## src/rtl/turbo_pkg.sv

```systemverilog
package turbo_pkg;
  typedef enum logic [2:0] {
    ST_IDLE,
    ST_PRIME,
    ST_BODY,
    ST_TAIL_A,
    ST_TAIL_B,
    ST_DRAIN
  } enc_state_e;
endpackage

```

## src/rtl/turbo_rsc.sv

```systemverilog
module turbo_rsc #(
  parameter int         MEM     = 3,
  parameter logic [3:0] FB_POLY = 4'b1011,
  parameter logic [3:0] FF_POLY = 4'b1101
) (
  input  logic           clk,
  input  logic           rst,
  input  logic           clear,
  input  logic           step,
  input  logic           term,
  input  logic           u,
  output logic           sys_o,
  output logic           par_o,
  output logic [MEM-1:0] state_o
);
  logic [MEM-1:0] st;
  logic fb_taps, u_eff, fb_bit, ff_acc;

  // State bit k-1 holds the value delayed by k steps; polynomial MSB is D^0.
  always_comb begin
    fb_taps = 1'b0;
    for (int k = 1; k <= MEM; k++) fb_taps = fb_taps ^ (FB_POLY[MEM-k] & st[k-1]);
    u_eff  = term ? fb_taps : u;
    fb_bit = u_eff ^ fb_taps;
    ff_acc = FF_POLY[MEM] & fb_bit;
    for (int k = 1; k <= MEM; k++) ff_acc = ff_acc ^ (FF_POLY[MEM-k] & st[k-1]);
  end

  always_ff @(posedge clk) begin
    if (rst || clear) st <= '0;
    else if (step)    st <= {st[MEM-2:0], fb_bit};
  end

  assign sys_o   = u_eff;
  assign par_o   = ff_acc;
  assign state_o = st;
endmodule

```

## src/rtl/turbo_perm_table.sv

```systemverilog
module turbo_perm_table #(
  parameter  int FRAME_LEN = 64,
  localparam int AW = $clog2(FRAME_LEN),
  localparam int VW = $clog2(FRAME_LEN + 1)
) (
  input  logic          clk,
  input  logic          rst,
  input  logic          wr_take,
  input  logic [AW-1:0] wr_addr,
  input  logic [VW-1:0] wr_val,
  input  logic [AW-1:0] rd_addr,
  output logic [VW-1:0] rd_val,
  output logic          ready_o,
  output logic          busy_o,
  output logic          err_o
);
  logic [VW-1:0] mem [FRAME_LEN];
  logic [VW-1:0] rd_q;
  logic          init_act;
  logic [AW-1:0] init_cnt;
  logic          pend, fwd;
  logic [AW-1:0] p_addr;
  logic [VW-1:0] p_val, fwd_val;
  logic          mem_we;
  logic [AW-1:0] mem_wa, mem_ra;
  logic [VW-1:0] mem_wd, old_val;
  logic          old_ok, new_ok;
  logic [FRAME_LEN-1:0] miss;
  logic [VW-1:0] bad_q;

  always_comb begin
    mem_we  = init_act | pend;
    mem_wa  = init_act ? init_cnt : p_addr;
    mem_wd  = init_act ? (VW'(FRAME_LEN) - VW'(init_cnt)) : p_val;
    mem_ra  = wr_take ? wr_addr : rd_addr;
    old_val = fwd ? fwd_val : rd_q;
    old_ok  = (old_val != '0) && (old_val <= VW'(FRAME_LEN));
    new_ok  = (p_val != '0) && (p_val <= VW'(FRAME_LEN));
  end

  // Plain single-write, registered-read memory.
  always_ff @(posedge clk) begin
    if (mem_we) mem[mem_wa] <= mem_wd;
    rd_q <= mem[mem_ra];
  end

  always_ff @(posedge clk) begin
    if (rst) begin
      init_act <= 1'b1;
      init_cnt <= '0;
      pend     <= 1'b0;
      fwd      <= 1'b0;
      p_addr   <= '0;
      p_val    <= '0;
      fwd_val  <= '0;
      bad_q    <= '0;
    end else begin
      if (init_act) begin
        init_cnt <= init_cnt + 1'b1;
        if (init_cnt == AW'(FRAME_LEN - 1)) init_act <= 1'b0;
      end
      pend <= wr_take;
      if (wr_take) begin
        p_addr  <= wr_addr;
        p_val   <= wr_val;
        fwd     <= pend && (p_addr == wr_addr);
        fwd_val <= p_val;
      end
      if (pend) bad_q <= bad_q + VW'(!new_ok) - VW'(!old_ok);
    end
  end

  // One occupancy counter per legal index value.
  for (genvar g = 0; g < FRAME_LEN; g++) begin : g_occ
    logic [VW-1:0] cnt_q;
    logic hit_new, hit_old;
    assign hit_new = new_ok && (p_val == VW'(g + 1));
    assign hit_old = old_ok && (old_val == VW'(g + 1));
    always_ff @(posedge clk) begin
      if (rst)       cnt_q <= VW'(1);
      else if (pend) cnt_q <= cnt_q + VW'(hit_new) - VW'(hit_old);
    end
    assign miss[g] = (cnt_q == '0);
  end

  assign rd_val  = rd_q;
  assign ready_o = !init_act;
  assign busy_o  = pend;
  assign err_o   = (|miss) || (bad_q != '0);

  // writes only after the reversal sweep is done
  a_r7_write_after_init: assert property (@(posedge clk) disable iff (rst)
    wr_take |-> !init_act);
  // committing an out-of-range value must flag the table
  a_r8_bad_value_flags: assert property (@(posedge clk) disable iff (rst)
    pend && !new_ok |=> err_o);
endmodule

```

## src/rtl/turbo_encoder.sv

```systemverilog
module turbo_encoder
  import turbo_pkg::*;
#(
  parameter  int         FRAME_LEN = 64,
  parameter  int         MEM       = 3,
  parameter  logic [3:0] FB_POLY   = 4'b1011,
  parameter  logic [3:0] FF_POLY   = 4'b1101,
  localparam int         AW        = $clog2(FRAME_LEN),
  localparam int         VW        = $clog2(FRAME_LEN + 1),
  localparam int         TW        = $clog2(MEM + 1)
) (
  input  logic          clk,
  input  logic          rst,
  input  logic          in_valid,
  input  logic          in_bit,
  output logic          in_ready,
  input  logic          tbl_wr_en,
  input  logic [AW-1:0] tbl_wr_addr,
  input  logic [VW-1:0] tbl_wr_val,
  output logic          tbl_err,
  output logic          out_valid,
  output logic          out_bit,
  output logic          out_last,
  input  logic          out_ready
);
  enc_state_e st;
  logic [FRAME_LEN-1:0] frame_q;
  logic [AW-1:0] wptr, pos;
  logic [TW-1:0] tstep;
  logic [VW-1:0] tbl_rd_val;
  logic tbl_ready, tbl_busy, wr_take, in_take;
  logic [2:0] sh_bit, sh_vld, sh_last;
  logic free, acc, load_body, load_a, load_b, tstep_end;
  logic [1:0] enc_u, enc_step, enc_term, enc_sys, enc_par;
  logic [MEM-1:0] enc_state [2];
  logic [AW-1:0] idx2;

  assign wr_take  = tbl_wr_en && (st == ST_IDLE) && (wptr == '0) && tbl_ready;
  assign in_ready = (st == ST_IDLE) && tbl_ready && !tbl_busy && !tbl_err && !tbl_wr_en;
  assign in_take  = in_valid && in_ready;

  turbo_perm_table #(.FRAME_LEN(FRAME_LEN)) perm_i (
    .clk(clk), .rst(rst), .wr_take(wr_take), .wr_addr(tbl_wr_addr),
    .wr_val(tbl_wr_val), .rd_addr(pos), .rd_val(tbl_rd_val),
    .ready_o(tbl_ready), .busy_o(tbl_busy), .err_o(tbl_err));

  assign acc       = sh_vld[0] && out_ready;
  assign free      = !sh_vld[0] || (out_ready && !sh_vld[1]);
  assign load_body = (st == ST_BODY) && free;
  assign load_a    = (st == ST_TAIL_A) && free;
  assign load_b    = (st == ST_TAIL_B) && free;
  assign tstep_end = (tstep == TW'(MEM - 1));
  assign idx2      = AW'(tbl_rd_val - VW'(1));

  assign enc_u    = {frame_q[idx2], frame_q[pos]};
  assign enc_step = {load_body || load_b, load_body || load_a};
  assign enc_term = {st == ST_TAIL_B, st == ST_TAIL_A};

  for (genvar e = 0; e < 2; e++) begin : g_enc
    turbo_rsc #(.MEM(MEM), .FB_POLY(FB_POLY), .FF_POLY(FF_POLY)) rsc_i (
      .clk(clk), .rst(rst), .clear(st == ST_PRIME), .step(enc_step[e]),
      .term(enc_term[e]), .u(enc_u[e]), .sys_o(enc_sys[e]),
      .par_o(enc_par[e]), .state_o(enc_state[e]));
  end

  // Control: frame capture, body walk, two tail groups, drain.
  always_ff @(posedge clk) begin
    if (rst) begin
      st    <= ST_IDLE;
      wptr  <= '0;
      pos   <= '0;
      tstep <= '0;
    end else begin
      case (st)
        ST_IDLE: if (in_take) begin
          frame_q[wptr] <= in_bit;
          wptr <= wptr + 1'b1;
          if (wptr == AW'(FRAME_LEN - 1)) begin
            wptr <= '0;
            st   <= ST_PRIME;
          end
        end
        ST_PRIME: st <= ST_BODY;
        ST_BODY: if (free) begin
          pos <= pos + 1'b1;
          if (pos == AW'(FRAME_LEN - 1)) begin
            pos   <= '0;
            tstep <= '0;
            st    <= ST_TAIL_A;
          end
        end
        ST_TAIL_A: if (free) begin
          tstep <= tstep_end ? '0 : tstep + 1'b1;
          if (tstep_end) st <= ST_TAIL_B;
        end
        ST_TAIL_B: if (free) begin
          tstep <= tstep_end ? '0 : tstep + 1'b1;
          if (tstep_end) st <= ST_DRAIN;
        end
        ST_DRAIN: if (free) st <= ST_IDLE;
        default: st <= ST_IDLE;
      endcase
    end
  end

  // Output serializer: bit 0 is the bit on the port.
  always_ff @(posedge clk) begin
    if (rst) begin
      sh_bit  <= '0;
      sh_vld  <= '0;
      sh_last <= '0;
    end else if (load_body) begin
      sh_bit  <= {enc_par[1], enc_par[0], enc_sys[0]};
      sh_vld  <= 3'b111;
      sh_last <= 3'b000;
    end else if (load_a || load_b) begin
      sh_bit  <= load_a ? {1'b0, enc_par[0], enc_sys[0]} : {1'b0, enc_par[1], enc_sys[1]};
      sh_vld  <= 3'b011;
      sh_last <= (load_b && tstep_end) ? 3'b010 : 3'b000;
    end else if (acc) begin
      sh_bit  <= {1'b0, sh_bit[2:1]};
      sh_vld  <= {1'b0, sh_vld[2:1]};
      sh_last <= {1'b0, sh_last[2:1]};
    end
  end

  assign out_valid = sh_vld[0];
  assign out_bit   = sh_bit[0];
  assign out_last  = sh_last[0];

  // last marker only on a valid bit
  a_r3_last_with_valid: assert property (@(posedge clk) disable iff (rst)
    out_last |-> out_valid);
  // held bit stays put under backpressure
  a_r10_hold_stable: assert property (@(posedge clk) disable iff (rst)
    out_valid && !out_ready |=> out_valid && $stable(out_bit) && $stable(out_last));
  // no frame intake while a codeword is pending
  a_r2_no_intake_while_output: assert property (@(posedge clk) disable iff (rst)
    in_ready |-> !out_valid);
  // a broken table blocks intake
  a_r8_err_blocks_intake: assert property (@(posedge clk) disable iff (rst)
    tbl_err |-> !in_ready);
  // both encoders terminated when the final bit leaves
  a_r6_terminated_at_last: assert property (@(posedge clk) disable iff (rst)
    out_valid && out_ready && out_last |-> (enc_state[0] == '0) && (enc_state[1] == '0));
endmodule

```

## config.mk

```make
export PLATFORM = sky130hd
export DESIGN_NAME = turbo_encoder
export DESIGN_NICKNAME = d
export VERILOG_FILES = /design/src/rtl/turbo_pkg.sv /design/src/rtl/turbo_rsc.sv /design/src/rtl/turbo_perm_table.sv /design/src/rtl/turbo_encoder.sv
export SDC_FILE = /design/constraint.sdc
export NUM_CORES = 2
export LEC_CHECK = 0
export CAP_MARGIN = 0
export CORE_UTILIZATION = 60
export CTS_BUF_LIST = sky130_fd_sc_hd__clkbuf_4
export CTS_CLUSTER_DIAMETER = 100
export CTS_CLUSTER_SIZE = 12
export DETAILED_ROUTE_END_ITERATION = 10
export PLACE_DENSITY = 0.76
export SLEW_MARGIN = 20
export SYNTH_ARGS = -nofsm -noshare
export SYNTH_HDL_FRONTEND = slang
export SYNTH_SLANG_ARGS = --single-unit
```

## constraint.sdc

```tcl
create_clock -name clk -period 4.7 [get_ports clk]
set_input_delay 0.94 -clock clk [delete_from_list [all_inputs] [get_ports clk]]
set_output_delay 0.94 -clock clk [all_outputs]
set_load 0.02 [all_outputs]
```

[Yosys cells after proc, flatten, opt, wreduce, memory -nomap -nowiden]
Memories as Yosys holds them, arrays and structs flattened. A register that Yosys moved wholly into a read port is not among the register bits.
Cells that the tools add are included.
Storage, ports and cells
  logic and storage cells: 667
  memories: 1
  register bits: 580
  input port bits: 19
  bits in writable memories: 448
  memory bits (read-only): 0
  latch bits: 0
Memories
  perm_i.mem: words 64, bits a word 7, rd ports 1, clocked after memory_dff 1, wr ports 1, line turbo_perm_table.sv:17  | logic [VW-1:0] mem [FRAME_LEN];
Operators by class
  add/subtract/negate cells: 136
  eq/ne operators: 148
  reductions and logical operators: 240
  multiply operators: 0
  multiplexer cells: 44
  bitwise operators: 10
  shift operators: 0
  $lt $le $gt $ge: 6
  divide/modulo/power cells: 0
Operator list (number)
  $add A7 B1 Y7: 65
  $sub A7 B1 Y7: 65
  $eq A7 B6 Y1 const B: 64
  $logic_not A7 Y1: 64
  $eq A7 B5 Y1 const B: 32
  $logic_and A1 B1 Y1: 146
  $eq A7 B4 Y1 const B: 16
  $bwmux W64: 1
  $reduce_or A64 Y1: 1
  $eq A7 B3 Y1 const B: 8
  $mux W3: 17
  $eq A7 B2 Y1 const B: 4
  $mux W6: 4
  $lt A6 B7 Y1 const B: 3
  $reduce_bool A7 Y1: 3
  $add A6 B1 Y6 const B: 3
  $eq A6 B6 Y1 const B: 3
  $pmux W3 S6: 1
  $eq A7 B1 Y1 const B: 2
  $eq A7 B7 Y1 const B: 2
  $le A7 B7 Y1 const B: 2
  $mux W7: 2
  $ne A2 B2 Y1 const B: 7
  $bmux W1 S6: 2
  28 further kinds: 67

[Longest topological paths before layout]
  depth after elaboration: 10
  mapped depth: 22
  gate-level depth less buffers: 21

[Modules after synthesis]
Synthesis repeated with hierarchy kept, for this count alone.
Second synthesis, totals
  cells, all modules: 6670
  area, all modules: 62732.7 um^2
Modules (own cells, without submodules)
  turbo_perm_table: cells each 6169, times used 1, area each 57525.2 um^2, sequential area each 23282.3 um^2
  turbo_encoder: cells each 465, times used 1, area each 4882.2 um^2, sequential area each 2422.3 um^2
  turbo_rsc: cells each 18, times used 2, area each 162.7 um^2, sequential area each 60.1 um^2

[Worst setup path after synthesis]
No wires, ideal clock.
  path type: flip-flop to flip-flop
  start: reg perm_i.init_cnt[0]
  end: mem perm_i.mem[0][6] (netlist bit), data pin
  arrival time: 3.464 ns
  buffers on the path: 0
  slack: 0.506 ns
  period minus slack after synthesis: 4.194 ns
  stages on the path, launching flop included: 5
  data required time: 3.971 ns
  cells stage by stage: dfxtp_1 -> inv_1 -> ha_1 -> nand2_1 -> o32ai_1
On the way
  cells in the longest elaborated chain, start to end: 2
RTL lines
  start: declaration: line turbo_perm_table.sv:20  | logic [AW-1:0] init_cnt;
  start signal: assignment: line turbo_perm_table.sv:59  | init_cnt <= init_cnt + 1'b1;
  $sub A7 B6 Y7: line turbo_perm_table.sv:34  | mem_wd = init_act ? (VW'(FRAME_LEN) - VW'(init_cnt)) : p_val;
  $mux W7: line turbo_perm_table.sv:34
  named net perm_i.mem_wd[6]: line turbo_perm_table.sv:26  | logic [VW-1:0] mem_wd, old_val;
  end: declaration: line turbo_perm_table.sv:17
The timed path passes the listed nets, and every way through them passes these cells.

[Worst setup path in the final report]
  start: reg perm_i.g_occ[59].cnt_q[2]
  end: out in_ready
On the way
  cells in the longest elaborated chain, start to end: 6
RTL lines
  start: declaration: line turbo_perm_table.sv:75  | logic [VW-1:0] cnt_q;
  start signal: assignment: line turbo_perm_table.sv:81  | else if (pend) cnt_q <= cnt_q + VW'(hit_new) - VW'(hit_old);
  $logic_not A7 Y1: line turbo_perm_table.sv:83  | assign miss[g] = (cnt_q == '0);
  $reduce_or A64 Y1: line turbo_perm_table.sv:89  | assign err_o = (|miss) || (bad_q != '0);
  $logic_or A1 B1 Y1: line turbo_perm_table.sv:89
  $logic_not A1 Y1: line turbo_encoder.sv:39  | assign in_ready = (st == ST_IDLE) && tbl_ready && !tbl_busy && !tbl_err && !tbl_wr_en;
  $logic_and A1 B1 Y1 (2 in a row): line turbo_encoder.sv:39
  end: declaration: line turbo_encoder.sv:16  | output logic in_ready,
No other way between the ends.

==> impl_metrics.toml <==
[power]
power_uw = 15200
powerDensity_nw_per_um2 = 240
leakage_uw = 0.0229
peakVddDrop_v = 0.000366

[floorplan]
core_area_sq_um = 98300
dieWidth_um = 317
ioPinCount = 24
fp.dieArea_sq_um = 100000
fp-row-count = 115
start_util_pct = 60.4
die_y_um = 317

[cts]
insertion_delay_ns = 1.08
clkSinkCount = 1034
clock-root-buffer = "clkbuf_4"
ctsHoldBuffers = 0
cts_inserted_buffers = 96
cts.htree.levels = 3
clockBufferDepth = 3
path_clk_slew_ns = 0.14
cts_tree = "done"

[sta]
hold_ws_ns = 0.235
hold_viol = 0
min_period_ns = 4.57
max_freq_mhz = 219
fin_skew_ns = 0.108
max-slew-margin-rel_pct = 10.5
timing.final.crit_share_pct = 97.2
finalSetupViolCount = 0
maxSlewViolCount = 0
worst_pin_slew_ns = 1.34

[placed_design]
place_congestion = 0.930
numPortBuffers = 23
place_hpwl_um = 94600

[route]
drt_pass1_iterations = 6
antenna_left = 0
vias = 44400
viasPerCell = 5.82
routed_wirelength_um = 138000
routedWlPerCell_um = 18.1
drt_iter0_markers = 4384
drc_errors = 0

[logic_synthesis]
muxShareOfSynthArea_pct = 3.55
syn_inst = 6272
synth_area_leader_cell = "edfxtp_1"
synth_simple_gate_area_share_pct = 14.8
synth_top_area_share_pct = 25.9
async_flop_share_pct = 0
yosysWarnings = 0
yosysSeqAreaShare_pct = 43.5
synth.most_common_cell = "nor2_1"
synthFlopType = "dfxtp_1"
syn-num-nets = 6946
syn_area_sq_um = 59400
synth_xor_area_share_pct = 4.71
synthTopCellsByCount = "nor2_1 (712), inv_1 (698), ha_1 (590)"
synth_area_leaders = "edfxtp_1 (26%), dfxtp_1 (18%), ha_1 (12%), nor2_1 (4.5%), inv_1 (4.4%)"
ys_seq_elements = 1034
synth_top_family_by_area = "simple AND/OR/NAND/NOR gates"
yosys.area_share.adder_pct = 14.6
avgSynthCellArea_sq_um = 9.47
synth.distinct_cells = 67
synth-edff-count = 512
synth_compound_area_share_pct = 12.6

[job]
maxCapViolations = 0

[global_route]
antenna_found_initial = 7
grt-ovfl-total = 0
grt_pass1_wl_um = 219000
grt_pass1_vias = 42400
grt_usage_pct = 27.3
grt_max_degree = 210

[worst_setup_path]
r2r_start = "perm_i.fwd"
crit_chain = "inv_1 > ha_1 > nand2_1 > nor4_1 > nor4_1 > buf_4 > nand4_1 > buf_6 > nor4_4 > buf_4 > nand2_4 > nor4_2 > buf_4 > buf_6"
cp.depth = 14
cp-start-kind = "flop"
cp_max_fo = 2
slowest_stage = "dfxtp_2"
ff2ff_path_depth = 22
cp_num_buf_inv = 6
worstSetupPathType = "reg2out"
arrival_ns = 3.63
worst_ep_required_time_ns = 3.76
startpoint = "perm_i.g_occ[59].cnt_q[2]"
critPathCapture = "in_ready"
cpPeakStageDelay_ns = 0.36
worstSetupEndpointType = "output pin"
timing.reg2reg.setup_slack_ns = 0.23
r2r-end = "perm_i.g_occ[26].cnt_q[6]"
crit_family = "simple AND/OR/NAND/NOR gates"
cpMostUsedCell = "buf_4"

[cells_and_area]
synthToLayoutAreaGrowth_pct = 6.44
drive_gt1_share_pct = 7.88
utilization_pct = 64.3
fin_nets = 6949

[min_path]
hold_class = "in2reg"

[run_status]
status = "completed"
-- power by group --
part / internal (uW) / leakage, uW / total [uW] / switching [uW]
Clock: 1490 / 0.000728 / 4520 / 3030
Sequential: 9620 / 0.00887 / 9640 / 20.5
Combinational: 272 / 0.0133 / 1010 / 736
-- cell usage in the layout (no fill, tap or decap), types with 65 or more instances in the layout --
cell type | netlist | layout
a211oi_1 | 230 | 230
a21o_1 | 69 | 69
a21oi_1 | 328 | 326
a31oi_1 | 67 | 67
and2_1 | 72 | 71
buf_4 | 3 | 144
clkbuf_4 | 0 | 147
dfxtp_1 | 522 | 449
dfxtp_2 | 0 | 71
edfxtp_1 | 512 | 512
fa_1 | 65 | 65
ha_1 | 590 | 584
inv_1 | 698 | 685
mux2i_1 | 160 | 159
nand2_1 | 560 | 546
nand3_1 | 200 | 200
nor2_1 | 712 | 706
nor3_1 | 75 | 72
o211ai_1 | 69 | 69
o21ai_0 | 133 | 129
o21bai_1 | 87 | 87
xnor2_1 | 227 | 227
xor2_1 | 92 | 91
-- area by class of cell --
type	count	area [sq um]
Sequential cell	1034	25900
Multi-Input combinational cell	4259	30200
Fill cell	7828	35100
Timing Repair Buffer	183	1620
Inverter	701	2630
Antenna cell	4	10.0
Clock buffer	147	1100
Tap cell	1287	1610
Clock inverter	9	116
-- timing repair --
| item | CTS | global route |
|---|---|---|
| buffers inserted | 1 | 23 |
| setup endpoints to repair | 2 | 50 |
| pin swaps | 5 | 26 |
| resized for setup | 21 | 139 |
-- per-layer routing --
layer | wire, um | up-vias | track usage (%)
li1 | - | 21600 | -
met1 | 60700 | 21200 | 37.4
met2 | 64300 | 1281 | 44.6
met3 | 9130 | 275 | 4.10
met4 | 3820 | 6 | 8.63
met5 | 37 | - | 0
-- flip-flops by register name, summed over array words and instances (netlist names), 7 cells and up --
signal              count
perm_i.g_occ.cnt_q    448
frame_q                64
perm_i.mem            448
perm_i.p_val            7
perm_i.bad_q            7
perm_i.rd_val           7
perm_i.fwd_val          7
-- how the worst min path moves through the flow --
stage                      startpoint           endpoint  slack, ns  cells after the start
global placement    perm_i.fwd_val[6]  perm_i.fwd_val[6]       0.45                      2
detailed placement  perm_i.fwd_val[6]  perm_i.fwd_val[6]       0.46                      2
finish                            rst           tstep[0]       0.23                      2
global route                      rst           tstep[1]       0.18                      2
CTS                               rst             pos[4]       0.15                      2
floorplan           perm_i.fwd_val[6]  perm_i.fwd_val[6]       0.43                      2
-- logic make-up after synthesis --
group,count (synthesis)
adder cells (fa/ha/maj),655
multiplexers,189
AND/OR/NAND/NOR,1953
flip-flops,1034
XOR/XNOR,319
AO/OA/AOI/OAI,1143
buffers and inverters,979
-- stage by stage --
step / area, sq um / setup WS, ns / cells / TNS, ns
final: 63200 / 0.134 / 7624 / 0
after global routing: 63200 / -0.0690 / 7624 / -0.678
after CTS: 62700 / 0.00374 / 7597 / 0
after detailed placement: 61400 / 0.104 / 7440 / 0
after global placement: 61400 / 0.255 / 7440 / 0
after floorplan: 59400 / 0.506 / 6272 / 0
(Power assumes the default switching activity.)
